$ cat config.mk
export PLATFORM = sky130hd
export DESIGN_NAME = edge_pwm_sub
export DESIGN_NICKNAME = d
export VERILOG_FILES = /design/src/rtl/edge_pwm_pkg.sv /design/src/rtl/edge_pwm_counter.sv /design/src/rtl/edge_pwm_regs.sv /design/src/rtl/edge_pwm_chan.sv /design/src/rtl/edge_pwm_sub.sv
export SDC_FILE = /design/constraint.sdc
export NUM_CORES = 1
export LEC_CHECK = 0
export ABC_AREA = 1
export BUFFER_PORTS_ARGS = -buffer_cell sky130_fd_sc_hd__buf_4
export CAP_MARGIN = 20
export CORE_ASPECT_RATIO = 0.7
export CORE_MARGIN = 2
export CORE_UTILIZATION = 25
export DETAILED_ROUTE_END_ITERATION = 8
export PLACE_DENSITY_LB_ADDON = 0.1
export SETUP_SLACK_MARGIN = 0.1
export SLEW_MARGIN = 20
export SYNTH_ARGS = -nofsm -noshare
export SYNTH_HDL_FRONTEND = slang
export SYNTH_SLANG_ARGS = --single-unit
$ cat constraint.sdc
create_clock -name clk -period 10.49 [get_ports clk]
set_input_delay 0.5245 -clock clk [delete_from_list [all_inputs] [get_ports clk]]
set_output_delay 0.5245 -clock clk [all_outputs]
set_load 0.02 [all_outputs]
$ cat src/rtl/edge_pwm_pkg.sv
package edge_pwm_pkg;
  localparam int CW     = 16;
  localparam int NCH    = 3;
  localparam int AW     = 4;
  localparam int A_INIT = 0;
  localparam int A_MOD  = 1;
  localparam int A_EDGE = 2;
  localparam int A_CTRL = 8;
  localparam int A_IEN  = 9;
  localparam int A_FCLR = 10;
endpackage

$ cat src/rtl/edge_pwm_counter.sv
module edge_pwm_counter #(
  parameter int W = 16
) (
  input  logic         clk,
  input  logic         rst_n,
  input  logic [W-1:0] init_v,
  input  logic [W-1:0] mod_v,
  output logic [W-1:0] cnt,
  output logic         reload
);
  logic [W-1:0] cnt_q, cnt_d;

  always_comb begin
    reload = ($signed(cnt_q) >= $signed(mod_v));
    cnt_d  = reload ? init_v : cnt_q + W'(1);
  end

  always_ff @(posedge clk or negedge rst_n) begin
    if (!rst_n) cnt_q <= '0;
    else        cnt_q <= cnt_d;
  end

  assign cnt = cnt_q;
endmodule

$ cat src/rtl/edge_pwm_regs.sv
module edge_pwm_regs
  import edge_pwm_pkg::*;
#(
  parameter int W    = CW,
  parameter int N    = 2 * NCH,
  parameter int AWID = AW
) (
  input  logic                clk,
  input  logic                rst_n,
  input  logic                wr_en,
  input  logic [AWID-1:0]     wr_addr,
  input  logic [W-1:0]        wr_data,
  input  logic                reload,
  output logic [W-1:0]        init_v,
  output logic [W-1:0]        mod_v,
  output logic [N-1:0][W-1:0] act,
  output logic [N-1:0]        ien,
  output logic [N-1:0]        fclr,
  output logic                ldok
);
  localparam logic [W-1:0] PARK    = {1'b1, {(W-1){1'b0}}};
  localparam logic [W-1:0] MOD_RST = {1'b0, {(W-1){1'b1}}};

  logic [W-1:0]        init_q, init_d, mod_q, mod_d;
  logic [N-1:0][W-1:0] shd_q, shd_d, act_q, act_d;
  logic [N-1:0]        ien_q, ien_d;
  logic                ldok_q, ldok_d;

  always_comb begin
    init_d = init_q;
    mod_d  = mod_q;
    shd_d  = shd_q;
    act_d  = act_q;
    ien_d  = ien_q;
    ldok_d = ldok_q;
    fclr   = '0;
    if (reload && ldok_q) begin
      act_d  = shd_q;
      ldok_d = 1'b0;
    end
    if (wr_en) begin
      if (wr_addr == AWID'(A_INIT)) init_d = wr_data;
      if (wr_addr == AWID'(A_MOD))  mod_d  = wr_data;
      for (int k = 0; k < N; k++)
        if (wr_addr == AWID'(A_EDGE + k)) shd_d[k] = wr_data;
      if (wr_addr == AWID'(A_CTRL) && wr_data[0]) ldok_d = 1'b1;
      if (wr_addr == AWID'(A_IEN))  ien_d = wr_data[N-1:0];
      if (wr_addr == AWID'(A_FCLR)) fclr  = wr_data[N-1:0];
    end
  end

  always_ff @(posedge clk or negedge rst_n) begin
    if (!rst_n) begin
      init_q <= '0;
      mod_q  <= MOD_RST;
      shd_q  <= {N{PARK}};
      act_q  <= {N{PARK}};
      ien_q  <= '0;
      ldok_q <= 1'b0;
    end else begin
      init_q <= init_d;
      mod_q  <= mod_d;
      shd_q  <= shd_d;
      act_q  <= act_d;
      ien_q  <= ien_d;
      ldok_q <= ldok_d;
    end
  end

  assign init_v = init_q;
  assign mod_v  = mod_q;
  assign act    = act_q;
  assign ien    = ien_q;
  assign ldok   = ldok_q;
endmodule

$ cat src/rtl/edge_pwm_chan.sv
module edge_pwm_chan (
  input  logic clk,
  input  logic rst_n,
  input  logic set_hit,
  input  logic clr_hit,
  output logic q
);
  logic q_q, q_d;

  always_comb begin
    if (clr_hit)      q_d = 1'b0;
    else if (set_hit) q_d = 1'b1;
    else              q_d = q_q;
  end

  always_ff @(posedge clk or negedge rst_n) begin
    if (!rst_n) q_q <= 1'b0;
    else        q_q <= q_d;
  end

  assign q = q_q;
endmodule

$ cat src/rtl/edge_pwm_sub.sv
module edge_pwm_sub
  import edge_pwm_pkg::*;
#(
  parameter int W    = CW,
  parameter int NC   = NCH,
  parameter int AWID = AW
) (
  input  logic            clk,
  input  logic            rst_n,
  input  logic            wr_en,
  input  logic [AWID-1:0] wr_addr,
  input  logic [W-1:0]    wr_data,
  output logic [NC-1:0]   pwm_out,
  output logic [2*NC-1:0] cmp_flag,
  output logic [2*NC-1:0] cmp_trig,
  output logic            irq
);
  localparam int NCMP = 2 * NC;

  logic [1:0]             rst_sync;
  logic                   rst_s;
  logic [W-1:0]           cnt, init_v, mod_v;
  logic                   reload, ldok;
  logic [NCMP-1:0][W-1:0] act;
  logic [NCMP-1:0]        ien, fclr, hit;
  logic [NCMP-1:0]        flag_q, flag_d, trig_q, trig_d;

  always_ff @(posedge clk or negedge rst_n) begin
    if (!rst_n) rst_sync <= 2'b00;
    else        rst_sync <= {rst_sync[0], 1'b1};
  end
  assign rst_s = rst_sync[1];

  edge_pwm_counter #(.W(W)) u_cnt (
    .clk(clk), .rst_n(rst_s), .init_v(init_v), .mod_v(mod_v),
    .cnt(cnt), .reload(reload)
  );

  edge_pwm_regs #(.W(W), .N(NCMP), .AWID(AWID)) u_regs (
    .clk(clk), .rst_n(rst_s), .wr_en(wr_en), .wr_addr(wr_addr),
    .wr_data(wr_data), .reload(reload), .init_v(init_v), .mod_v(mod_v),
    .act(act), .ien(ien), .fclr(fclr), .ldok(ldok)
  );

  for (genvar k = 0; k < NCMP; k++) begin : g_cmp
    assign hit[k] = (cnt == act[k]);
  end

  for (genvar c = 0; c < NC; c++) begin : g_ch
    edge_pwm_chan u_ch (
      .clk(clk), .rst_n(rst_s),
      .set_hit(hit[2*c]), .clr_hit(hit[2*c+1]),
      .q(pwm_out[c])
    );
  end

  always_comb begin
    flag_d = (flag_q & ~fclr) | hit;
    trig_d = hit;
  end

  always_ff @(posedge clk or negedge rst_s) begin
    if (!rst_s) begin
      flag_q <= '0;
      trig_q <= '0;
    end else begin
      flag_q <= flag_d;
      trig_q <= trig_d;
    end
  end

  assign cmp_flag = flag_q;
  assign cmp_trig = trig_q;
  assign irq      = |(flag_q & ien);
endmodule

==> impl_results.md <==
* Req. time, crit path at 11,000 ps
* Clock Skew at 22.00 ps
* Total track usage at 14.96%
* Max stage delay cell, worst path: dfrtp_1
* WS Path Type: reg2reg
* WP data arrival at 4080 ps
* Clk_lat worst skew at 580 ps
* Clock transition at path regs at 60 ps
* Nets at 1,369
* Highest Clock Rate at 280.6 MHz
* Via density at 4.356
* CP top delay family: buffers and inverters
* Startpoint types: flip-flop
* # port buffers at 38
* Starting DRC count in detailed routing at 522
* Xor and xnor area share after synthesis at 7.023%
* Setup ws final at 6926 ps
* Mapped Cells at 1,323
* R2R Path Start: u_cnt.cnt[5]$_DFF_PN0_
* Max-cap violations at 0
* Worst path bufs/invs at 2
* Fin Hold WS at 258.9 ps
* R2R Path End: u_regs.act[58]$_DFFE_PN0P_
* RSZ-0062 raised after global routing: no
* Asr flop ratio synth at 100.0%
* Antenna violations before repair at 0
* EDFF count, synth at 0
* Final cell count without fillers at 1,965
* Cell total after placement at 1,907
* Post-Route Setup TNS at 0 ps
* Post-synthesis adder-cell area fraction at 1.795%
* Most Frequent Cell on Critical Path: nand2_1
* Area Growth Syn to Fin at 15.09%
* Crit path largest cell delay at 750 ps
* Simple-Gate Fraction of Synth Area at 21.85%
* Fraction of layout instances using a drive strength above 1 at 10.94%
* GR Overflow Total at 0
* Final Hold Vio Count at 0
* Mux share of post-synthesis cell area at 0%
* Largest family of logic cells by synthesized area: simple AND/OR/NAND/NOR gates
* TritonCTS clock tree: built
* Syn avg cell area at 8.955 um2
* Chip Width at 264.2 um
* Number of global-route vias before repair at 8,656
* Filler instances at 5,023
* Outcome: completed
* Synth Flop Type: dfrtp_1
* Crit Path Max Fanout at 69
* Min Tclk post-route at 3564 ps
* Die Ht at 186.1 um
* FP Rows at 66
* Yosys warnings at 0
* H-tree levels at 1
* R2r setup slk at 6930 ps
* First-pass GRT wire length at 55,660 um
* # setup viols final at 0
* N_diodes at 0
* Post-DP HPWL at 22,410 um
* CTS sink cnt at 264
* Gpl congestion at 0.7475
* Max_slew headroom at 27.15%
* TritonCTS buffer count at 31
* Post-CTS Resized at 0
* Vias after detailed routing at 8,559
* DRT Wirelength at 35,760 um
* Syn_nets at 1,363
* Largest net degree at the start of global routing at 163
* Static Leak at 6.640 nW
* Synth Cell Area at 11,850 um2
* Worst path cell trace: ha_1, a21oi_1, nor2_1, nor2_1, nand2_1, nand2_1, nand3_1, nand3_4, buf_4, buf_4, nand3_1, nand2_1
* Nature of the critical path endpoint: flip-flop
* Fin. max-slew vios at 0
* Reg2Reg Depth at 12
* Pwr per Cell Area at 282.4 nW/um2
* Netlist cell types at 32
* Tcrit/Tclk final at 33.98%
* Hold Path Class: in2async
* Slew @ Worst Pin at 1093 ps
* Maximum vdd ir drop at 0.1559 mV
* Drt first pass iters at 4
* Post-CTS Hold Buffers at 1
* Die area at 49,180 um2
* Starting Density at 25.44%
* Clock Tree Root: clkbuf_16
* Core area at 46,570 um2
* Yosys reg bits at 264
* Antenna Nets Post-Route at 0
* Clock Tree Buf Depth at 3
* Setup repair bufs after CTS at 0
* Power Total at 3.850 mW
* Routed length per placed instance at 18.20 um
* Post-Place Setup Slack at 6898 ps
* I/O pin cnt at 39
* Synth Area in Compound Gates at 7.308%
* Drt drc at 0
* Sequential share of the synthesized area at 56.05%
logic make-up after synthesis:
family,after synthesis
adder cells (fa/ha/maj),17
AO/OA/AOI/OAI,171
other,1
flip-flops,264
AND/OR/NAND/NOR,619
XOR/XNOR,95
buffers and inverters,156
synthesized netlist by cell type, types with 12 or more instances:
| cell type | n | area share (%) |
|---|---|---|
| a21oi_1 | 13 | 0.55 |
| buf_2 | 23 | 0.97 |
| buf_4 | 12 | 0.76 |
| clkbuf_1 | 34 | 1.1 |
| dfrtp_1 | 237 | 50 |
| dfstp_2 | 27 | 6.0 |
| ha_1 | 17 | 1.8 |
| inv_1 | 76 | 2.4 |
| nand2_1 | 413 | 13 |
| nand3_1 | 117 | 4.9 |
| nand4_1 | 12 | 0.63 |
| nor2_1 | 42 | 1.3 |
| nor3_1 | 12 | 0.51 |
| o21ai_0 | 149 | 6.3 |
| xnor2_1 | 61 | 4.5 |
| xor2_1 | 34 | 2.5 |
worst reg2reg max path: stages (launching register included):
cell	delay (ps)
dfrtp_1	750
ha_1	360
a21oi_1	130
nor2_1	50
nor2_1	110
nand2_1	70
nand2_1	80
nand3_1	110
nand3_4	120
buf_4	580
buf_4	770
nand3_1	270
nand2_1	110
state kept, by name, indices dropped and copies added (netlist names), 3 cells and up:
signal         count
cmp_flag           6
cmp_trig           6
g_ch.u_ch.q        3
u_cnt.cnt         16
u_regs.act        96
u_regs.ien         6
u_regs.init_v     16
u_regs.mod_v      16
u_regs.shd_q      96
worst max-delay path by stage:
stage	endpoint	start	depth (start not counted)	slack [ps]
final	u_regs.act[58]$_DFFE_PN0P_	u_cnt.cnt[5]$_DFF_PN0_	12	6930
after detailed placement	u_cnt.cnt[12]$_DFF_PN0_	u_cnt.cnt[5]$_DFF_PN0_	11	6900
after global routing	u_cnt.cnt[12]$_DFF_PN0_	u_cnt.cnt[5]$_DFF_PN0_	11	6650
after global placement	u_regs.act[14]$_DFFE_PN0P_	u_cnt.cnt[5]$_DFF_PN0_	12	6930
after floorplan	cmp_flag[0]$_DFF_PN0_	rst_sync[1]$_DFF_PN0_	0	2640
after CTS	u_regs.act[58]$_DFFE_PN0P_	u_cnt.cnt[5]$_DFF_PN0_	12	6890
layer usage:
layer / vias up / share of wire [%] / global-route usage, %
met5: - / 0 / 0
met4: 0 / 1.7 / 2.795
met3: 38 / 2.6 / 2.185
met2: 95 / 42 / 22.76
met1: 4175 / 54 / 22.60
li1: 4251 / - / -
cell usage in the layout (no fill, tap or decap), drive strengths merged:
cell	n
nand2	414
dfrtp	237
o21ai	155
nand3	118
inv	77
xnor2	61
buf	52
clkbuf	45
nor2	42
xor2	34
dfstp	27
ha	17
a21oi	13
nor3	13
nand4	12
or2	10
clkinv	10
nor4	8
a21o	1
nand2b	1
nor4b	1
a22o	1
a221oi	1
bufinv	1
dlygate4sd3	1
conb	1
stage by stage:
step / utilization, % / cell area [um2]
floorplan: - / 11850
global placement: 27.11 / 12620
detailed placement: 27.11 / 12620
CTS: 29.28 / 13640
global route: 29.28 / 13640
finish: 29.28 / 13640
cell type report:
class                   instances  area (um2)  area share, %
clock buffers                  45       908.4          6.662
inverters                      76       285.3          2.092
flip-flops and latches        264        6648          48.75
multi-input cells             903        4523          33.17
well taps                     612       765.7          5.616
clock inverters                12       92.59         0.6790
repair buffers                 53       412.9          3.028
where the power goes:
part           switching (mW)  internal, mW
sequential              0.268          1.32
clock                   0.447         0.622
combinational           0.771         0.428
Power figures use the tool's default switching activity.
